--- src/rtl/pt_walker_pkg.sv ---
package pt_walker_pkg;
    localparam int WORD_W  = 32;
    localparam int ADDR_W  = 32;
    localparam int PAGE_W  = 12;
    localparam int BIT_V   = 31;
    localparam int BIT_D   = 30;
    localparam int BIT_R   = 29;

    typedef enum logic [2:0] {
        S_IDLE,
        S_PTE_RD,
        S_PTE_CHK,
        S_PTE_WB,
        S_DATA,
        S_RESP,
        S_FAULT
    } walk_state_e;
endpackage

--- src/rtl/pt_addr_map.sv ---
module pt_addr_map #(
    parameter int ADDR_W = 32,
    parameter int PAGE_W = 12,
    localparam int VPN_W = ADDR_W - PAGE_W
) (
    input  logic [ADDR_W-1:0] new_vaddr,
    input  logic [ADDR_W-1:0] base,
    input  logic [ADDR_W-1:0] held_vaddr,
    input  logic [VPN_W-1:0]  frame,
    output logic [VPN_W-1:0]  held_vpn,
    output logic [ADDR_W-1:0] entry_addr,
    output logic [ADDR_W-1:0] phys_addr
);
    logic [VPN_W-1:0]  new_vpn;
    logic [PAGE_W-1:0] held_off;

    always_comb begin
        new_vpn    = new_vaddr[ADDR_W-1:PAGE_W];
        held_vpn   = held_vaddr[ADDR_W-1:PAGE_W];
        held_off   = held_vaddr[PAGE_W-1:0];
        entry_addr = base + {{PAGE_W{1'b0}}, new_vpn};
        phys_addr  = {frame, held_off};
    end
endmodule

--- src/rtl/pt_entry_ctl.sv ---
module pt_entry_ctl #(
    parameter int WORD_W  = 32,
    parameter int FRAME_W = 20,
    parameter int BIT_V   = 31,
    parameter int BIT_D   = 30,
    parameter int BIT_R   = 29
) (
    input  logic [WORD_W-1:0]  entry,
    input  logic               is_write,
    output logic               mapped,
    output logic               need_update,
    output logic [WORD_W-1:0]  entry_new,
    output logic [FRAME_W-1:0] frame
);
    always_comb begin
        mapped       = entry[BIT_V];
        frame        = entry[FRAME_W-1:0];
        entry_new    = entry;
        entry_new[BIT_R] = 1'b1;
        if (is_write) entry_new[BIT_D] = 1'b1;
        need_update  = !entry[BIT_R] || (is_write && !entry[BIT_D]);
    end
endmodule

--- src/rtl/pt_walker.sv ---
module pt_walker
    import pt_walker_pkg::*;
#(
    parameter int WORD_W = pt_walker_pkg::WORD_W,
    parameter int ADDR_W = pt_walker_pkg::ADDR_W,
    parameter int PAGE_W = pt_walker_pkg::PAGE_W,
    localparam int VPN_W = ADDR_W - PAGE_W
) (
    input  logic              clk,
    input  logic              rst_n,
    input  logic              req_valid,
    output logic              req_ready,
    input  logic              req_write,
    input  logic [ADDR_W-1:0] req_vaddr,
    input  logic [WORD_W-1:0] req_wdata,
    output logic              rsp_valid,
    output logic [WORD_W-1:0] rsp_rdata,
    input  logic              base_we,
    input  logic [ADDR_W-1:0] base_wdata,
    output logic              mem_req,
    output logic              mem_we,
    output logic [ADDR_W-1:0] mem_addr,
    output logic [WORD_W-1:0] mem_wdata,
    input  logic [WORD_W-1:0] mem_rdata,
    input  logic              mem_ack,
    output logic              fault,
    output logic [VPN_W-1:0]  fault_vpn
);
    walk_state_e state_q, state_d;

    logic [ADDR_W-1:0] base_q;
    logic [ADDR_W-1:0] vaddr_q;
    logic              write_q;
    logic [WORD_W-1:0] wdata_q;
    logic [ADDR_W-1:0] entry_addr_q;
    logic [WORD_W-1:0] entry_q;
    logic [WORD_W-1:0] rdata_q;
    logic [VPN_W-1:0]  fault_vpn_q;

    logic [VPN_W-1:0]  held_vpn;
    logic [ADDR_W-1:0] entry_addr_new;
    logic [ADDR_W-1:0] phys_addr;
    logic              mapped;
    logic              need_update;
    logic [WORD_W-1:0] entry_new;
    logic [VPN_W-1:0]  frame;
    logic              accept;

    pt_addr_map #(.ADDR_W(ADDR_W), .PAGE_W(PAGE_W)) u_map (
        .new_vaddr  (req_vaddr),
        .base       (base_q),
        .held_vaddr (vaddr_q),
        .frame      (frame),
        .held_vpn   (held_vpn),
        .entry_addr (entry_addr_new),
        .phys_addr  (phys_addr)
    );

    pt_entry_ctl #(
        .WORD_W(WORD_W), .FRAME_W(VPN_W),
        .BIT_V(BIT_V), .BIT_D(BIT_D), .BIT_R(BIT_R)
    ) u_entry (
        .entry       (entry_q),
        .is_write    (write_q),
        .mapped      (mapped),
        .need_update (need_update),
        .entry_new   (entry_new),
        .frame       (frame)
    );

    assign accept = req_valid && (state_q == S_IDLE);

    // next-state logic
    always_comb begin
        state_d = state_q;
        unique case (state_q)
            S_IDLE:    if (accept) state_d = S_PTE_RD;
            S_PTE_RD:  if (mem_ack) state_d = S_PTE_CHK;
            S_PTE_CHK: begin
                if (!mapped)          state_d = S_FAULT;
                else if (need_update) state_d = S_PTE_WB;
                else                  state_d = S_DATA;
            end
            S_PTE_WB:  if (mem_ack) state_d = S_DATA;
            S_DATA:    if (mem_ack) state_d = S_RESP;
            S_RESP:    state_d = S_IDLE;
            S_FAULT:   state_d = S_IDLE;
            default:   state_d = S_IDLE;
        endcase
    end

    // state register
    always_ff @(posedge clk) begin
        if (!rst_n) state_q <= S_IDLE;
        else        state_q <= state_d;
    end

    // datapath registers
    always_ff @(posedge clk) begin
        if (!rst_n) begin
            base_q       <= '0;
            vaddr_q      <= '0;
            write_q      <= 1'b0;
            wdata_q      <= '0;
            entry_addr_q <= '0;
            entry_q      <= '0;
            rdata_q      <= '0;
            fault_vpn_q  <= '0;
        end else begin
            if (base_we) base_q <= base_wdata;
            if (accept) begin
                vaddr_q      <= req_vaddr;
                write_q      <= req_write;
                wdata_q      <= req_wdata;
                entry_addr_q <= entry_addr_new;
            end
            if (state_q == S_PTE_RD && mem_ack) entry_q <= mem_rdata;
            if (state_q == S_DATA && mem_ack && !write_q) rdata_q <= mem_rdata;
            if (state_q == S_PTE_CHK && !mapped) fault_vpn_q <= held_vpn;
        end
    end

    // outputs
    always_comb begin
        req_ready = 1'b0;
        rsp_valid = 1'b0;
        fault     = 1'b0;
        mem_req   = 1'b0;
        mem_we    = 1'b0;
        mem_addr  = entry_addr_q;
        mem_wdata = '0;
        unique case (state_q)
            S_IDLE:    req_ready = 1'b1;
            S_PTE_RD:  mem_req = 1'b1;
            S_PTE_CHK: ;
            S_PTE_WB: begin
                mem_req   = 1'b1;
                mem_we    = 1'b1;
                mem_wdata = entry_new;
            end
            S_DATA: begin
                mem_req   = 1'b1;
                mem_we    = write_q;
                mem_addr  = phys_addr;
                mem_wdata = wdata_q;
            end
            S_RESP:    rsp_valid = 1'b1;
            S_FAULT:   fault = 1'b1;
            default:   ;
        endcase
    end

    assign rsp_rdata = rdata_q;
    assign fault_vpn = fault_vpn_q;

    // request held steady until acknowledged
    p_req_hold_r10: assert property (@(posedge clk) disable iff (!rst_n)
        (mem_req && !mem_ack) |=> (mem_req && $stable(mem_addr) && $stable(mem_we) && $stable(mem_wdata)));

    // never ready while a memory access is outstanding
    p_busy_not_ready_r8: assert property (@(posedge clk) disable iff (!rst_n)
        mem_req |-> !req_ready);

    // fault is a single-cycle pulse
    p_fault_pulse_r6: assert property (@(posedge clk) disable iff (!rst_n)
        fault |=> !fault);

    // faulting page number is kept after the pulse
    p_fault_vpn_hold_r6: assert property (@(posedge clk) disable iff (!rst_n)
        fault |=> $stable(fault_vpn));

    // fault never coincides with a response or memory access
    p_fault_excl_r6: assert property (@(posedge clk) disable iff (!rst_n)
        fault |-> (!rsp_valid && !mem_req));

    // response is a single-cycle pulse
    p_rsp_pulse_r3: assert property (@(posedge clk) disable iff (!rst_n)
        rsp_valid |=> !rsp_valid);
endmodule

--- config.mk ---
export PLATFORM = sky130hd
export DESIGN_NAME = pt_walker
export DESIGN_NICKNAME = d
export VERILOG_FILES = /design/src/rtl/pt_walker_pkg.sv /design/src/rtl/pt_addr_map.sv /design/src/rtl/pt_entry_ctl.sv /design/src/rtl/pt_walker.sv
export SDC_FILE = /design/constraint.sdc
export NUM_CORES = 1
export LEC_CHECK = 0
export CAP_MARGIN = 0
export CORE_MARGIN = 2
export CORE_UTILIZATION = 28
export DETAILED_ROUTE_END_ITERATION = 7
export PLACE_DENSITY_LB_ADDON = 0.08
export SLEW_MARGIN = 20
export SYNTH_ARGS = -nofsm -noshare
export SYNTH_HDL_FRONTEND = slang
export SYNTH_SLANG_ARGS = --single-unit
--- constraint.sdc ---
create_clock -name clk -period 3 [get_ports clk]
set_clock_uncertainty 0.1 [all_clocks]
set_input_delay 0.6 -clock clk [delete_from_list [all_inputs] [get_ports clk]]
set_output_delay 0.6 -clock clk [all_outputs]
set_load 0.005 [all_outputs]
==> flow_summary.yaml <==
power:
  powerDensity_nw_per_um2: 565
  p_leak_nw: 5.60
  internal_power_mw: 5.85
  p_sw_share_pct: 26.0
  p_comb_share_pct: 16.7
  irDropWorstVdd_mv: 0.354
  p_seq_share_pct: 40.2
  p_sw_mw: 2.06
  pwr-share-clk_pct: 43.1
yosys:
  synth_edf_count: 0
  syn_area_per_cell_um2: 8.14
  synth_cells: 1160
  synthFlopType: "dfxtp_1"
  ys_warn_count: 0
  ys_seq_area_share_pct: 45.8
  ys_ff_latch: 216
  ys_types: 62
  syn_nets: 1315
  synthArstFlopShare_pct: 0
  synth_area_um2: 9440
setup_path:
  worst_r2r_endpoint: "entry_addr_q[28]"
  cp_cell_sequence: "nor3_4 > buf_12 > buf_16 > mux2_4 > clkdlybuf4s50_1"
  max_stage_delay_ps: 440
  worstSetupEndpointType: "output pin"
  r2r_start: "base_q[0]"
  critPathSlowestCell: "clkdlybuf4s50_1"
  endpoint: "mem_addr[14]"
  reg2reg_depth: 11
  startpoint_type: "flop"
  startpoint: "state_q[1]"
  cp.arrival_ps: 2240
  crit_type: "reg -> out"
  path_max_fanout: 22
  crit_required_ps: 2300
  rrSetupSlack_ps: 460
placement:
  portBuffers: 254
  place_inst: 1843
  place_area_um2: 12900
  place_ws_ps: -454
  place.gp.congestion: 0.779
  detailed_place_hpwl_um: 22300
sta:
  clock.fmax_ghz: 0.340
  min_period_over_period_pct: 98.1
  rsz0062_at_grt: "true"
  fin_setup_tns_ps: 0
  tightest_slew_ps: 598
  finalHoldViolCount: 0
  worst_slack_ps: 58.1
  fin_crit_ps: 2940
  slew_headroom_pct: 60.2
  final-setup-viol-count: 0
  slew_violations: 0
clock_network:
  clock-sinks: 216
  htree_num_levels: 1
  clk-insertion-delay-late_ps: 520
  ctsLongestPathBuffers: 3
  cts_tree: "yes"
  clk_pin_slew_ps: 60
  numCtsBuffers: 27
  holdBufCountCts: 0
  cts-root-buf: "clkbuf_16"
final_layout:
  areaGrowthSynthToFinish_pct: 48.1
  drive_gt1_share_pct: 12.2
  nNetsFinal: 1587
  fin_util_pct: 41.9
  instances_no_fill: 1902
  nFillCells: 3471
  fin_area_um2: 14000
floorplanning:
  die-area_um2: 35200
  std_cell_rows: 67
  io_pins: 255
  die_width_um: 188
  initial_utilization_pct: 28.3
  core_region_area_um2: 33400
  die_h_um: 188
grt:
  gr-usage-all-layers_pct: 17.8
  grt_antenna_before_repair: 2
  grt_pass1_wl_um: 50100
  overflow: 0
  grt_pass1_vias: 8807
  grt_max_degree: 49
route:
  vias: 8808
  wl_per_cell_um: 16.8
  drc: 0
  via_per_inst: 4.63
  dr.pass1.iters: 4
  routed_wl_um: 32000
  antenna_left: 0
  drt-initial-drc-count: 428
run:
  drv_cap: 0
outcome:
  outcome: "finished, final reports clean"
min_path:
  hold_class: "reg -> reg"
  hp-start: "vaddr_q[13]"
[synthesized netlist by cell type (all sizes together), types with 4 or more instances]
master / instances / area [µm²]
nand2: 344 / 1290
dfxtp: 216 / 4320
a21oi: 187 / 943
clkbuf: 80 / 302
nor2: 47 / 176
mux2i: 36 / 360
mux2: 32 / 360
a22o: 30 / 263
o21ai: 25 / 125
ha: 20 / 250
nand3: 16 / 80.1
xnor2: 13 / 114
nor3: 11 / 60.1
and3: 10 / 67.6
a21o: 9 / 67.6
xor2: 9 / 78.8
buf: 6 / 28.8
inv: 6 / 22.5
a31oi: 5 / 31.3
nand2b: 5 / 31.3
nand4: 5 / 31.3
and2: 4 / 25.0
o31ai: 4 / 35.0
[area by class of cell]
class	instances	area [µm²]	share of cell area, %
antenna	2	5.00	0.0358
tap	448	561	4.01
timing repair buffer	329	3290	23.5
inverter	6	27.5	0.197
clock inverter	12	165	1.18
sequential	216	4330	31.0
clock buffer	37	773	5.53
multi-input combinational	852	4830	34.6
[metrics by stage]
stage / hold slack (ps) / power (mW)
detailed placement: 344 / 4.57
global placement: 340 / 4.56
floorplan: 329 / 3.86
finish: 349 / 7.91
global route: 368 / 8.30
CTS: 352 / 8.04
[worst max-delay path: cells and delay by family, from the launching register on]
kind                   cells  cell delay [ps]
buffers and inverters      3              780
flip-flops                 1              380
multiplexers               1              320
AND/OR/NAND/NOR            1              220
[flip-flops by register name, summed over array words and instances (netlist names)]
signal        cells
vaddr_q          32
entry_addr_q     32
state_q           3
write_q           1
fault_vpn        20
wdata_q          32
entry_q          32
base_q           32
rsp_rdata        32
[metal layers]
metal	GRT usage, %	share of wire [%]	routed length [µm]	up-vias
met5	0	0	0	-
met4	3.69	1.8	564	0
met3	3.48	6.1	1950	38
met2	28.9	44	14200	232
met1	24.4	48	15300	4036
li1	-	-	-	4502
[kinds of logic (layout without fill, tap and decap cells)]
| kind of cell | after synthesis | after routing | share of synthesized area (%) |
|---|---|---|---|
| adder cells (fa/ha/maj) | 21 | 21 | 2.86 |
| multiplexers | 68 | 68 | 7.63 |
| flip-flops | 216 | 216 | 45.8 |
| other | 0 | 2 | 0 |
| XOR/XNOR | 22 | 22 | 2.04 |
| AND/OR/NAND/NOR | 455 | 455 | 19.7 |
| AO/OA/AOI/OAI | 286 | 286 | 18.2 |
| buffers and inverters | 92 | 384 | 3.74 |
[placed cells by master, fill, tap and decap left out, drive strengths merged, types with 19 or more instances in the layout]
cell type / Yosys / layout
a21oi: 187 / 187
mux2i: 36 / 36
clkdlybuf4s50: 0 / 222
mux2: 32 / 32
ha: 20 / 20
o21ai: 25 / 25
dfxtp: 216 / 216
buf: 6 / 75
dlygate4sd2: 0 / 19
clkbuf: 80 / 37
a22o: 30 / 30
nor2: 47 / 47
nand2: 344 / 344
[power by group through the flow]
stage          Sequential [mW]  Clock [mW]  Combinational [mW]
2_1_floorplan             3.19           0               0.674
3_3_place_gp              3.24           0                1.33
3_5_place_dp              3.24           0                1.33
4_1_cts                   3.18        3.52                1.34
5_1_grt                   3.21        3.63                1.46
6_report                  3.18        3.41                1.32
[worst min-delay path by stage]
stage                             to  slack [ps]  cells after the start
floorplan           entry_addr_q[10]         330                      2
global placement    entry_addr_q[10]         340                      2
detailed placement      fault_vpn[1]         340                      2
CTS                 entry_addr_q[10]         350                      2
global route           rsp_rdata[25]         370                      2
finish                  fault_vpn[1]         350                      2
[what timing repair did]
item / 4_1_cts / 5_1_grt
resized for setup: 28 / 18
setup endpoints to repair: 66 / 37
gates cloned: 2 / 0
setup buffers: 3 / 3
pin swaps: 2 / 2
Note: power is estimated with default switching activity, not from simulation.
